**config.mk**
```make
export PLATFORM = sky130hd
export DESIGN_NAME = lpc_iowr_target
export DESIGN_NICKNAME = d
export VERILOG_FILES = /design/src/rtl/lpc_iowr_pkg.sv /design/src/rtl/lpc_frame_fsm.sv /design/src/rtl/lpc_chan_cfg.sv /design/src/rtl/lpc_chan_store.sv /design/src/rtl/lpc_iowr_target.sv
export SDC_FILE = /design/constraint.sdc
export NUM_CORES = 1
export LEC_CHECK = 0
export ABC_CLOCK_PERIOD_IN_PS = 3100
export BUFFER_PORTS_ARGS = -buffer_cell sky130_fd_sc_hd__buf_4
export CAP_MARGIN = 10
export CORE_MARGIN = 3
export CORE_UTILIZATION = 45
export DETAILED_ROUTE_END_ITERATION = 10
export PLACE_DENSITY = 0.62
export SYNTH_ARGS = -nofsm -noshare
export SYNTH_HDL_FRONTEND = slang
export SYNTH_SLANG_ARGS = --single-unit
export TNS_END_PERCENT = 5
```
**constraint.sdc**
```tcl
create_clock -name clk -period 3.1 [get_ports clk]
set_input_delay 0.62 -clock clk [delete_from_list [all_inputs] [get_ports clk]]
set_output_delay 0.62 -clock clk [all_outputs]
set_load 0.02 [all_outputs]
```
**src/rtl/lpc_iowr_pkg.sv**
```systemverilog
package lpc_iowr_pkg;

  localparam int unsigned NIB_W    = 4;
  localparam int unsigned BYTE_W   = 8;
  localparam int unsigned IO_ADR_W = 16;
  localparam int unsigned ADR_NIBS = IO_ADR_W / NIB_W;
  localparam int unsigned REG_AW   = 4;

  localparam logic [NIB_W-1:0] NIB_START = 4'b0000;
  localparam logic [NIB_W-1:0] NIB_SYNC  = 4'b0000;
  localparam logic [NIB_W-1:0] NIB_ONES  = 4'b1111;
  localparam logic [2:0]       WR_TYPE   = 3'b001;

  localparam logic [REG_AW-1:0] RA_CTRL  = 4'd0;
  localparam logic [REG_AW-1:0] RA_DBUF  = 4'd8;
  localparam logic [REG_AW-1:0] RA_FLAGS = 4'd12;

  typedef enum logic [3:0] {
    FS_IDLE,
    FS_CTYPE,
    FS_ADDR,
    FS_DLO,
    FS_DHI,
    FS_TAR0,
    FS_TAR1,
    FS_SYNC,
    FS_READY
  } frame_st_t;

endpackage

```
**src/rtl/lpc_frame_fsm.sv**
```systemverilog
module lpc_frame_fsm
  import lpc_iowr_pkg::*;
#(
  parameter int unsigned NUM_CH = 4,
  localparam int unsigned CH_W  = (NUM_CH > 1) ? $clog2(NUM_CH) : 1,
  localparam int unsigned CNT_W = $clog2(ADR_NIBS)
) (
  input  logic                clk,
  input  logic                rst,
  input  logic                lframe_n,
  input  logic [NIB_W-1:0]    lad_i,
  input  logic [NUM_CH-1:0]   hit_vec,
  output logic [IO_ADR_W-1:0] cyc_addr,
  output logic [NIB_W-1:0]    lad_o,
  output logic                lad_oe,
  output logic                commit,
  output logic [CH_W-1:0]     commit_ch,
  output logic [BYTE_W-1:0]   commit_data,
  output logic                commit_a2
);

  frame_st_t        state;
  logic [CNT_W-1:0] nib_cnt;
  logic [CH_W-1:0]  hit_idx;
  logic [CH_W-1:0]  sel_ch;
  logic [BYTE_W-1:0] data_q;

  always_comb begin
    hit_idx = '0;
    for (int i = NUM_CH - 1; i >= 0; i--) begin
      if (hit_vec[i]) hit_idx = CH_W'(i);
    end
  end

  always_ff @(posedge clk) begin
    if (rst) begin
      state    <= FS_IDLE;
      nib_cnt  <= '0;
      cyc_addr <= '0;
      data_q   <= '0;
      sel_ch   <= '0;
      lad_o    <= '0;
      lad_oe   <= 1'b0;
    end else if (!lframe_n) begin
      state  <= (lad_i == NIB_START) ? FS_CTYPE : FS_IDLE;
      lad_oe <= 1'b0;
    end else begin
      unique case (state)
        FS_IDLE: state <= FS_IDLE;
        FS_CTYPE: begin
          nib_cnt <= '0;
          state   <= (lad_i[3:1] == WR_TYPE) ? FS_ADDR : FS_IDLE;
        end
        FS_ADDR: begin
          cyc_addr <= {cyc_addr[IO_ADR_W-NIB_W-1:0], lad_i};
          nib_cnt  <= nib_cnt + 1'b1;
          if (nib_cnt == CNT_W'(ADR_NIBS - 1)) state <= FS_DLO;
        end
        FS_DLO: begin
          data_q[3:0] <= lad_i;
          sel_ch      <= hit_idx;
          state       <= (|hit_vec) ? FS_DHI : FS_IDLE;
        end
        FS_DHI: begin
          data_q[7:4] <= lad_i;
          state       <= FS_TAR0;
        end
        FS_TAR0: state <= FS_TAR1;
        FS_TAR1: begin
          lad_oe <= 1'b1;
          lad_o  <= NIB_SYNC;
          state  <= FS_SYNC;
        end
        FS_SYNC: begin
          lad_o <= NIB_ONES;
          state <= FS_READY;
        end
        FS_READY: begin
          lad_oe <= 1'b0;
          state  <= FS_IDLE;
        end
        default: state <= FS_IDLE;
      endcase
    end
  end

  assign commit      = lframe_n && (state == FS_SYNC);
  assign commit_ch   = sel_ch;
  assign commit_data = data_q;
  assign commit_a2   = cyc_addr[2];

  AST_OE_WINDOW: assert property (@(posedge clk) disable iff (rst)
    lad_oe |-> (state == FS_SYNC || state == FS_READY));
  AST_SYNC_FIRST: assert property (@(posedge clk) disable iff (rst)
    $rose(lad_oe) |-> (lad_o == NIB_SYNC));
  AST_ONES_SECOND: assert property (@(posedge clk) disable iff (rst)
    (lad_oe && $past(lad_oe)) |-> (lad_o == NIB_ONES));
  AST_ABORT_RELEASE: assert property (@(posedge clk) disable iff (rst)
    !lframe_n |=> !lad_oe);

endmodule

```
**src/rtl/lpc_chan_cfg.sv**
```systemverilog
module lpc_chan_cfg
  import lpc_iowr_pkg::*;
#(
  parameter int unsigned NUM_CH = 4,
  parameter logic [IO_ADR_W-1:0] CH0_ADDR = 16'h0CA0
) (
  input  logic                clk,
  input  logic                rst,
  input  logic                reg_wr,
  input  logic                reg_rd,
  input  logic [REG_AW-1:0]   reg_addr,
  input  logic [BYTE_W-1:0]   reg_wdata,
  input  logic [IO_ADR_W-1:0] cyc_addr,
  output logic [NUM_CH-1:0]   hit_vec,
  output logic [BYTE_W-1:0]   cfg_rdata
);

  logic                glb_en;
  logic [NUM_CH-1:0]   ch_en;
  logic [IO_ADR_W-1:0] ch_addr [NUM_CH];
  logic [BYTE_W-1:0]   rd_mux;
  logic                unused_wbits;

  assign unused_wbits = ^reg_wdata[3:1];

  always_ff @(posedge clk) begin
    if (rst) begin
      glb_en <= 1'b0;
      ch_en  <= '0;
    end else if (reg_wr && reg_addr == RA_CTRL) begin
      glb_en <= reg_wdata[0];
      ch_en  <= reg_wdata[4 +: NUM_CH];
    end
  end

  for (genvar g = 0; g < NUM_CH; g++) begin : g_ch
    if (g == 0) begin : g_fixed
      always_ff @(posedge clk) begin
        ch_addr[g] <= CH0_ADDR;
      end
    end else begin : g_prog
      localparam logic [REG_AW-1:0] RA_LO = REG_AW'(2 * g - 1);
      localparam logic [REG_AW-1:0] RA_HI = REG_AW'(2 * g);
      always_ff @(posedge clk) begin
        if (rst) begin
          ch_addr[g] <= '0;
        end else if (reg_wr && reg_addr == RA_LO) begin
          ch_addr[g][7:0] <= reg_wdata;
        end else if (reg_wr && reg_addr == RA_HI) begin
          ch_addr[g][15:8] <= reg_wdata;
        end
      end
    end
    assign hit_vec[g] = glb_en && ch_en[g] && (ch_addr[g] == cyc_addr);
  end

  always_comb begin
    rd_mux = '0;
    if (reg_addr == RA_CTRL) begin
      rd_mux[0]            = glb_en;
      rd_mux[4 +: NUM_CH]  = ch_en;
    end
    for (int i = 1; i < NUM_CH; i++) begin
      if (reg_addr == REG_AW'(2 * i - 1)) rd_mux = ch_addr[i][7:0];
      if (reg_addr == REG_AW'(2 * i))     rd_mux = ch_addr[i][15:8];
    end
  end

  always_ff @(posedge clk) begin
    if (rst) cfg_rdata <= '0;
    else if (reg_rd) cfg_rdata <= rd_mux;
  end

endmodule

```
**src/rtl/lpc_chan_store.sv**
```systemverilog
module lpc_chan_store
  import lpc_iowr_pkg::*;
#(
  parameter int unsigned NUM_CH = 4,
  localparam int unsigned CH_W  = (NUM_CH > 1) ? $clog2(NUM_CH) : 1
) (
  input  logic              clk,
  input  logic              rst,
  input  logic              commit,
  input  logic [CH_W-1:0]   commit_ch,
  input  logic [BYTE_W-1:0] commit_data,
  input  logic              commit_a2,
  input  logic              reg_rd,
  input  logic [REG_AW-1:0] reg_addr,
  output logic [BYTE_W-1:0] st_rdata,
  output logic [NUM_CH-1:0] ibf,
  output logic [NUM_CH-1:0] xa2,
  output logic [NUM_CH-1:0] irq
);

  logic [BYTE_W-1:0] ibuf [NUM_CH];
  logic [BYTE_W-1:0] rd_mux;

  for (genvar g = 0; g < NUM_CH; g++) begin : g_slot
    localparam logic [REG_AW-1:0] RA_MY = RA_DBUF + REG_AW'(g);
    logic take;
    assign take = commit && (commit_ch == CH_W'(g));

    always_ff @(posedge clk) begin
      if (rst) begin
        ibuf[g] <= '0;
        ibf[g]  <= 1'b0;
        xa2[g]  <= 1'b0;
        irq[g]  <= 1'b0;
      end else begin
        irq[g] <= take;
        if (take) begin
          ibuf[g] <= commit_data;
          xa2[g]  <= commit_a2;
          ibf[g]  <= 1'b1;
        end else if (reg_rd && reg_addr == RA_MY) begin
          ibf[g] <= 1'b0;
        end
      end
    end
  end

  always_comb begin
    rd_mux = '0;
    if (reg_addr == RA_FLAGS) begin
      rd_mux[0 +: NUM_CH] = ibf;
      rd_mux[4 +: NUM_CH] = xa2;
    end
    for (int i = 0; i < NUM_CH; i++) begin
      if (reg_addr == RA_DBUF + REG_AW'(i)) rd_mux = ibuf[i];
    end
  end

  always_ff @(posedge clk) begin
    if (rst) st_rdata <= '0;
    else if (reg_rd) st_rdata <= rd_mux;
  end

  AST_IRQ_ONEHOT: assert property (@(posedge clk) disable iff (rst)
    $onehot0(irq));
  AST_IRQ_PULSE: assert property (@(posedge clk) disable iff (rst)
    (|irq) |=> (irq == '0));
  AST_IRQ_FLAG: assert property (@(posedge clk) disable iff (rst)
    (|irq) |-> ((irq & ibf) == irq));

endmodule

```
**src/rtl/lpc_iowr_target.sv**
```systemverilog
module lpc_iowr_target
  import lpc_iowr_pkg::*;
#(
  parameter int unsigned NUM_CH = 4,
  parameter logic [15:0] CH0_ADDR = 16'h0CA0
) (
  input  logic              clk,
  input  logic              rst,
  input  logic              lframe_n,
  input  logic [3:0]        lad_i,
  output logic [3:0]        lad_o,
  output logic              lad_oe,
  input  logic              reg_wr,
  input  logic              reg_rd,
  input  logic [3:0]        reg_addr,
  input  logic [7:0]        reg_wdata,
  output logic [7:0]        reg_rdata,
  output logic [NUM_CH-1:0] ibf,
  output logic [NUM_CH-1:0] xa2,
  output logic [NUM_CH-1:0] irq
);

  localparam int unsigned CH_W = (NUM_CH > 1) ? $clog2(NUM_CH) : 1;

  logic [IO_ADR_W-1:0] cyc_addr;
  logic [NUM_CH-1:0]   hit_vec;
  logic                commit;
  logic [CH_W-1:0]     commit_ch;
  logic [BYTE_W-1:0]   commit_data;
  logic                commit_a2;
  logic [BYTE_W-1:0]   cfg_rdata;
  logic [BYTE_W-1:0]   st_rdata;

  lpc_frame_fsm #(.NUM_CH(NUM_CH)) u_fsm (
    .clk         (clk),
    .rst         (rst),
    .lframe_n    (lframe_n),
    .lad_i       (lad_i),
    .hit_vec     (hit_vec),
    .cyc_addr    (cyc_addr),
    .lad_o       (lad_o),
    .lad_oe      (lad_oe),
    .commit      (commit),
    .commit_ch   (commit_ch),
    .commit_data (commit_data),
    .commit_a2   (commit_a2)
  );

  lpc_chan_cfg #(.NUM_CH(NUM_CH), .CH0_ADDR(CH0_ADDR)) u_cfg (
    .clk       (clk),
    .rst       (rst),
    .reg_wr    (reg_wr),
    .reg_rd    (reg_rd),
    .reg_addr  (reg_addr),
    .reg_wdata (reg_wdata),
    .cyc_addr  (cyc_addr),
    .hit_vec   (hit_vec),
    .cfg_rdata (cfg_rdata)
  );

  lpc_chan_store #(.NUM_CH(NUM_CH)) u_store (
    .clk         (clk),
    .rst         (rst),
    .commit      (commit),
    .commit_ch   (commit_ch),
    .commit_data (commit_data),
    .commit_a2   (commit_a2),
    .reg_rd      (reg_rd),
    .reg_addr    (reg_addr),
    .st_rdata    (st_rdata),
    .ibf         (ibf),
    .xa2         (xa2),
    .irq         (irq)
  );

  assign reg_rdata = cfg_rdata | st_rdata;

  AST_NO_IRQ_WHILE_DRIVE_OFF: assert property (@(posedge clk) disable iff (rst)
    (|irq) |-> lad_oe);

endmodule

```
# Word level (Yosys, flattened, before mapping)
# Memories as Yosys holds them, arrays and structs flattened.
# Index checks and enable logic that the tools add are counted.
# W data, S select, Z words.
[word_totals] reg_bits=70 ramBits=96 input_bits=21 out_inout_bits=25 n_memories=2
[op_classes] addsub=1 n_eq_ne=29 n_mux=79 n_bitwise=12 n_reduce_logical=41
[memory_table] name="u_cfg.ch_addr" words=4 word_bits=16 rd=4 rd_clocked_by_memory_dff=0 wr=4 line_no="lpc_chan_cfg.sv:20" rtl="logic [IO_ADR_W-1:0] ch_addr [NUM_CH];"
[memory_table] name="u_store.ibuf" words=4 word_bits=8 rd=4 rd_clocked_by_memory_dff=0 wr=4 line_no="lpc_chan_store.sv:21" rtl="logic [BYTE_W-1:0] ibuf [NUM_CH];"
[ops] op="$mux W8" count=21
[ops] op="$eq A16 B16 Y1" count=4
[ops] op="$mux W1" count=45
[ops] op="$eq A4 B3 Y1 const B" count=7
[ops] op="$pmux W4 S7" count=1
[ops] op="$eq A4 B4 Y1 const B" count=6
[ops] op="$logic_and A1 B1 Y1" count=24
[ops] op="$eq A4 B2 Y1 const B" count=4
[ops] op="$reduce_bool A2 Y1" count=7
[ops] op="$mux W4" count=3
[ops] op="$mux W2" count=5
[ops] op="$or A1 B1 Y1" count=10
[ops] op="$reduce_and A2 Y1" count=5
[ops] op="$eq A4 B1 Y1 const B" count=2
[ops] op="$logic_not A4 Y1" count=2
[ops] op="$or A8 B8 Y8" count=1
[ops] op="$pmux W4 S2" count=1
[ops] op="$eq A2 B2 Y1 const B" count=3
[ops] op="$pmux W2 S2" count=1
[ops] op="$reduce_or A4 Y1" count=1
[ops] op="$eq A3 B1 Y1 const B" count=1
[ops] op="$mux W3" count=1
[ops] op="$ne A3 B2 Y1 const B" count=1
[ops] op="$add A2 B1 Y2 const B" count=1
[ops] op="other kinds (5)" count=5

# Longest topological paths before layout
[depth] ltp_word=8 mapped_depth=7 depth_no_buf=5

# Hierarchy
# From an unflattened synthesis, not the netlist that was laid out.
[hier_totals] hier_cells=678 hier_area_um2=7342.0
[by_module_without_submodules] module="lpc_chan_cfg" n_inst=1 cells_each=306 area_per_inst_um2=3475.8 seq_area_each_um2=1701.6
[by_module_without_submodules] module="lpc_chan_store" n_inst=1 cells_each=211 area_per_inst_um2=2298.5 seq_area_each_um2=1361.3
[by_module_without_submodules] module="lpc_frame_fsm" n_inst=1 cells_each=153 area_per_inst_um2=1517.7 seq_area_each_um2=680.7
[by_module_without_submodules] module="lpc_iowr_target" n_inst=1 cells_each=8 area_per_inst_um2=50.0 seq_area_each_um2=0.0

# Least setup slack after synthesis
# Ideal clock, no wire load.
[synth_path] path_type="input to register" start="input port reg_addr[0]" end="memory u_cfg.ch_addr[3][10], enable pin" setup_ns=0.384 arrival_ns=2.000 t_required_ns=2.716 slack_ns=0.716 stages=5 path_buffers=2 cell_sequence="clkbuf_1 -> nand2b_1 -> nand2b_1 -> clkbuf_1 -> o21ai_0"
[synth_rtl] element="from (decl)" line_no="lpc_iowr_target.sv:15" rtl="input logic [3:0] reg_addr,"
[synth_rtl] element="to (decl)" line_no="lpc_chan_cfg.sv:20"

# Worst setup path after layout
[layout_path] start="register u_fsm.cyc_addr[3]" end="register u_fsm.sel_ch[0] (netlist: u_fsm.commit_ch[0])"
[layout_between] elab_chain_cells=6 elab_cells_between_ends=12 cone_classes="eq/ne: 4; mux: 4; reduce/logical: 4"
[layout_lines] element="from (decl)" line_no="lpc_frame_fsm.sv:13" rtl="output logic [IO_ADR_W-1:0] cyc_addr,"
[layout_lines] element="from (signal assigned)" line_no="lpc_frame_fsm.sv:55" rtl="cyc_addr <= {cyc_addr[IO_ADR_W-NIB_W-1:0], lad_i};"
[layout_lines] element="$eq A16 B16 Y1" line_no="lpc_chan_cfg.sv:54" rtl="assign hit_vec[g] = glb_en && ch_en[g] && (ch_addr[g] == cyc_addr);"
[layout_lines] element="$logic_and A1 B1 Y1" line_no="lpc_chan_cfg.sv:54"
[layout_lines] element="$mux W2 (3 in series)" line_no="lpc_frame_fsm.sv:31" rtl="if (hit_vec[i]) hit_idx = CH_W'(i);"
[layout_lines] element="$mux W2 *" line_no="lpc_frame_fsm.sv:31"
[layout_lines] element="to (signal assigned)" line_no="lpc_frame_fsm.sv:61" rtl="sel_ch <= hit_idx;"
[layout_lines] element="to (decl)" line_no="lpc_frame_fsm.sv:25" rtl="logic [CH_W-1:0] sel_ch;"
# Every way passes the cells marked *; elsewhere a longest branch is shown, timed or not.
# A chain may end at the register's enable or synchronous reset.

==> impl_metrics.json <==
{
  "grt_pass1_wl_um": 33020,
  "fillers": 1415,
  "finalCriticalPeriod_ps": 2210,
  "final_area_sq_um": 8224,
  "max_clock_freq_ghz": 0.4525,
  "r2r-end": "u_fsm.commit_ch[0]$_SDFFE_PP0P_",
  "cp.arrival_ps": 2580,
  "rsz0062_at_grt": "false",
  "cts_buffer_depth": 2,
  "synth_fp_nets": 733,
  "grt_usage": 0.2496,
  "setup_viol": 0,
  "r2r_cells": 5,
  "maxCapViolCount": 0,
  "cts_sinks": 147,
  "final_util": 0.5312,
  "drt_iter0_markers": 574,
  "clk_pin_slew_ps": 70,
  "reg2reg_slack_ps": 890,
  "fin_skew_ps": 12.57,
  "finalHoldViolations": 0,
  "synth_seq_area_share": 0.5158,
  "yosysUniqueCellTypes": 52,
  "fin_nets": 757,
  "hold_end": "u_cfg.cfg_rdata[7]$_SDFFE_PP0P_",
  "syn_area_sq_um": 7258,
  "async_flop_share": 0,
  "finalCritPeriodShare": 0.7129,
  "ir_drop_v": 0.0003810,
  "start_kind": "flop",
  "cts-buffers-inserted": 17,
  "synth_edf_count": 80,
  "power_frac_clock": 0.438,
  "post_cts_buffers": 0,
  "routedWlPerCell_um": 22.60,
  "firstDrtPassIters": 5,
  "root_buffer": "clkbuf_16",
  "io_pins": 46,
  "pwr-share-seq": 0.490,
  "n_antenna_cell": 0,
  "outcome": "complete, no violations",
  "synthCells": 711,
  "dieHeight_um": 133,
  "ys.flop_type": "edfxtp_1",
  "area_delta_synth_final_pct": 13.31,
  "p_leak_nw": 2.986,
  "gp_congestion": 0.9221,
  "min_from": "rst",
  "worstMarginPinSlew_ps": 1127,
  "cp-end-kind": "flop",
  "yosysWarnings": 0,
  "via_per_inst": 5.798,
  "p_int_mw": 3.319,
  "cts_hold_buf": 0,
  "crit_fanout": 6,
  "yosys_register_bits": 147,
  "p_sw_mw": 1.158,
  "netSwitchingFraction": 0.2586,
  "die_w_um": 133,
  "dp_hpwl_um": 15860,
  "ff_latch_area_sq_um": 3744,
  "io_buffers": 45,
  "relSlewSlack": 0.2408,
  "min_path_cells": 2,
  "worstSkewPairLatency_ps": 430,
  "antenna_found_initial": 0,
  "worst-setup-path-type": "flop to flop",
  "dpl_cell_area_sq_um": 7670,
  "worst_slack_ps": 890.1,
  "cts_tree": "done",
  "htree_levels": 4,
  "rows": 45,
  "power.share.combinational": 0.072,
  "hold_path.class": "input port to flop",
  "grt_pass1_vias": 5372,
  "dieArea_sq_um": 17690,
  "tns_ps": 0,
  "ctsResizeCount": 0,
  "drive_above_1_share": 0.1591,
  "dr_total_vias": 5560,
  "start_util": 0.4688,
  "final_max_slew_viol_count": 0,
  "syn_area_per_cell_sq_um": 10.21,
  "power_density_nw_per_um2": 544.3,
  "drcViolationCount": 0,
  "wl_um": 21670,
  "rr_startpoint": "u_fsm.cyc_addr[3]$_SDFFE_PP0P_",
  "grt_max_degree": 52,
  "dp_slack_ps": 670.7,
  "final_antenna_net_count": 0,
  "whs_ps": 423.9,
  "multi_input_area_sq_um": 3189,
  "grt-ovfl-total": 0,
  "required_ps": 3470,
  "coreArea_sq_um": 15480
}
==> power groups by stage <==
stage | Combinational (mW) | Sequential, mW | Clock (mW)
6_report | 0.324 | 2.19 | 1.96
2_1_floorplan | 0.202 | 2.20 | 0
3_3_place_gp | 0.317 | 2.23 | 0
4_1_cts | 0.321 | 2.19 | 1.98
5_1_grt | 0.350 | 2.19 | 2.07
3_5_place_dp | 0.319 | 2.23 | 0
==> cell usage in the layout, fill, tap and decap left out, types with 5 or more instances in the layout <==
cell       synthesis  layout
a2111oi_2          6       6
a21oi_1           33      33
a221oi_1           5       5
a22o_1             5       5
a22oi_1           15      15
a311oi_1           8       8
and2_1            62      62
and3_1            27      27
buf_4              5      58
clkbuf_16          0      17
dfxtp_1           67      67
edfxtp_1          80      80
inv_1              9       9
inv_6              0       6
mux2i_1           13      13
nand2_1           66      66
nand2b_1          11      11
nand3_1           11      11
nand3b_1           9       9
nand4_1           17      17
nor2_1            62      62
nor2b_1            7       7
nor3_1             6       5
o2111ai_1          7       7
o211ai_1           6       6
o21ai_0           20      20
o311a_1            5       5
or2_2             10      10
or3_1              8       8
xnor2_1           38      38
xor2_1             7       7
==> kinds of logic after synthesis <==
family          synth area share
simple gates              0.2279
fa+ha+maj               0.001724
xor+xnor                 0.06326
compound gates            0.1233
flops                     0.5158
mux                      0.02258
buf+inv                  0.04551
==> area by class of cell <==
class                      count  share of cell area
inverter                      10            0.004564
sequential                   147              0.4552
multi-input combinational    501              0.3878
timing repair buffer          58             0.05294
clock inverter                13             0.01354
clock buffer                  19             0.05386
tap                          211             0.03210
==> synth_stat cells, types with 6 or more instances <==
library cell   n  area share
xor2_1         7      0.0084
dfxtp_1       67        0.18
o211ai_1       6      0.0062
and3_1        27       0.023
or2_2         10      0.0086
inv_1          9      0.0047
nand2b_1      11      0.0095
a311oi_1       8      0.0097
nor2b_1        7      0.0060
a2111oi_2      6       0.012
xnor2_1       38       0.046
or3_1          8      0.0069
a21oi_1       33       0.023
nand3b_1       9      0.0093
and2_1        62       0.053
buf_6          8       0.012
buf_2         12      0.0083
mux2i_1       13       0.018
nor3_1         6      0.0041
o21ai_0       20       0.014
nand3_1       11      0.0076
nor2_1        62       0.032
nand4_1       17       0.015
o2111ai_1      7      0.0084
clkbuf_1      28       0.014
edfxtp_1      80        0.33
nand2_1       66       0.034
a22oi_1       15       0.016
==> per-stage QoR <==
stage                     std cells  total power, mW
after global placement          927            2.549
after floorplan                 711            2.397
after global routing            959            4.615
after detailed placement        927            2.549
after CTS                       959            4.486
final                           959            4.476
==> worst max-delay path, stage by stage, from the launching register on <==
cell       delay, ps
dfxtp_1          630
xnor2_2          180
nand4_1          110
or4b_1           530
a2111oi_2        500
a21o_1           190
==> flip-flops by register name, summed over array words and instances, names as in the netlist, 8 cells and up <==
name and cells:
u_cfg.cfg_rdata 8, u_fsm.cyc_addr 16, u_store.st_rdata 8, u_store.ibuf 32
u_cfg.ch_addr 48, u_fsm.commit_data 8
==> layer usage <==
layer / wire length [um] / global-route usage / part of all wire / vias to the layer above
met5: 0 / 0 / 0 / -
met4: 574 / 0.08661 / 0.026 / 0
met3: 1360 / 0.04563 / 0.063 / 39
met2: 9709 / 0.3725 / 0.45 / 224
met1: 10020 / 0.3648 / 0.46 / 2697
li1: - / - / - / 2600
==> how the worst max path moves through the flow <==
stage                                   startpoint                                 end  slack (ps)  cells past startpoint
finish              u_fsm.cyc_addr[3]$_SDFFE_PP0P_     u_fsm.commit_ch[0]$_SDFFE_PP0P_         890                      5
global route        u_fsm.cyc_addr[0]$_SDFFE_PP0P_     u_fsm.commit_ch[0]$_SDFFE_PP0P_         870                      5
CTS                 u_fsm.cyc_addr[3]$_SDFFE_PP0P_     u_fsm.commit_ch[0]$_SDFFE_PP0P_         900                      5
detailed placement                     reg_addr[0]   u_cfg.ch_addr[1][0]$_SDFFCE_PN0P_         670                      3
global placement                       reg_addr[0]   u_cfg.ch_addr[1][4]$_SDFFCE_PN0P_         800                      3
floorplan                              reg_addr[0]  u_cfg.ch_addr[3][10]$_SDFFCE_PN0P_         720                      5
(Power assumes the default switching activity.)
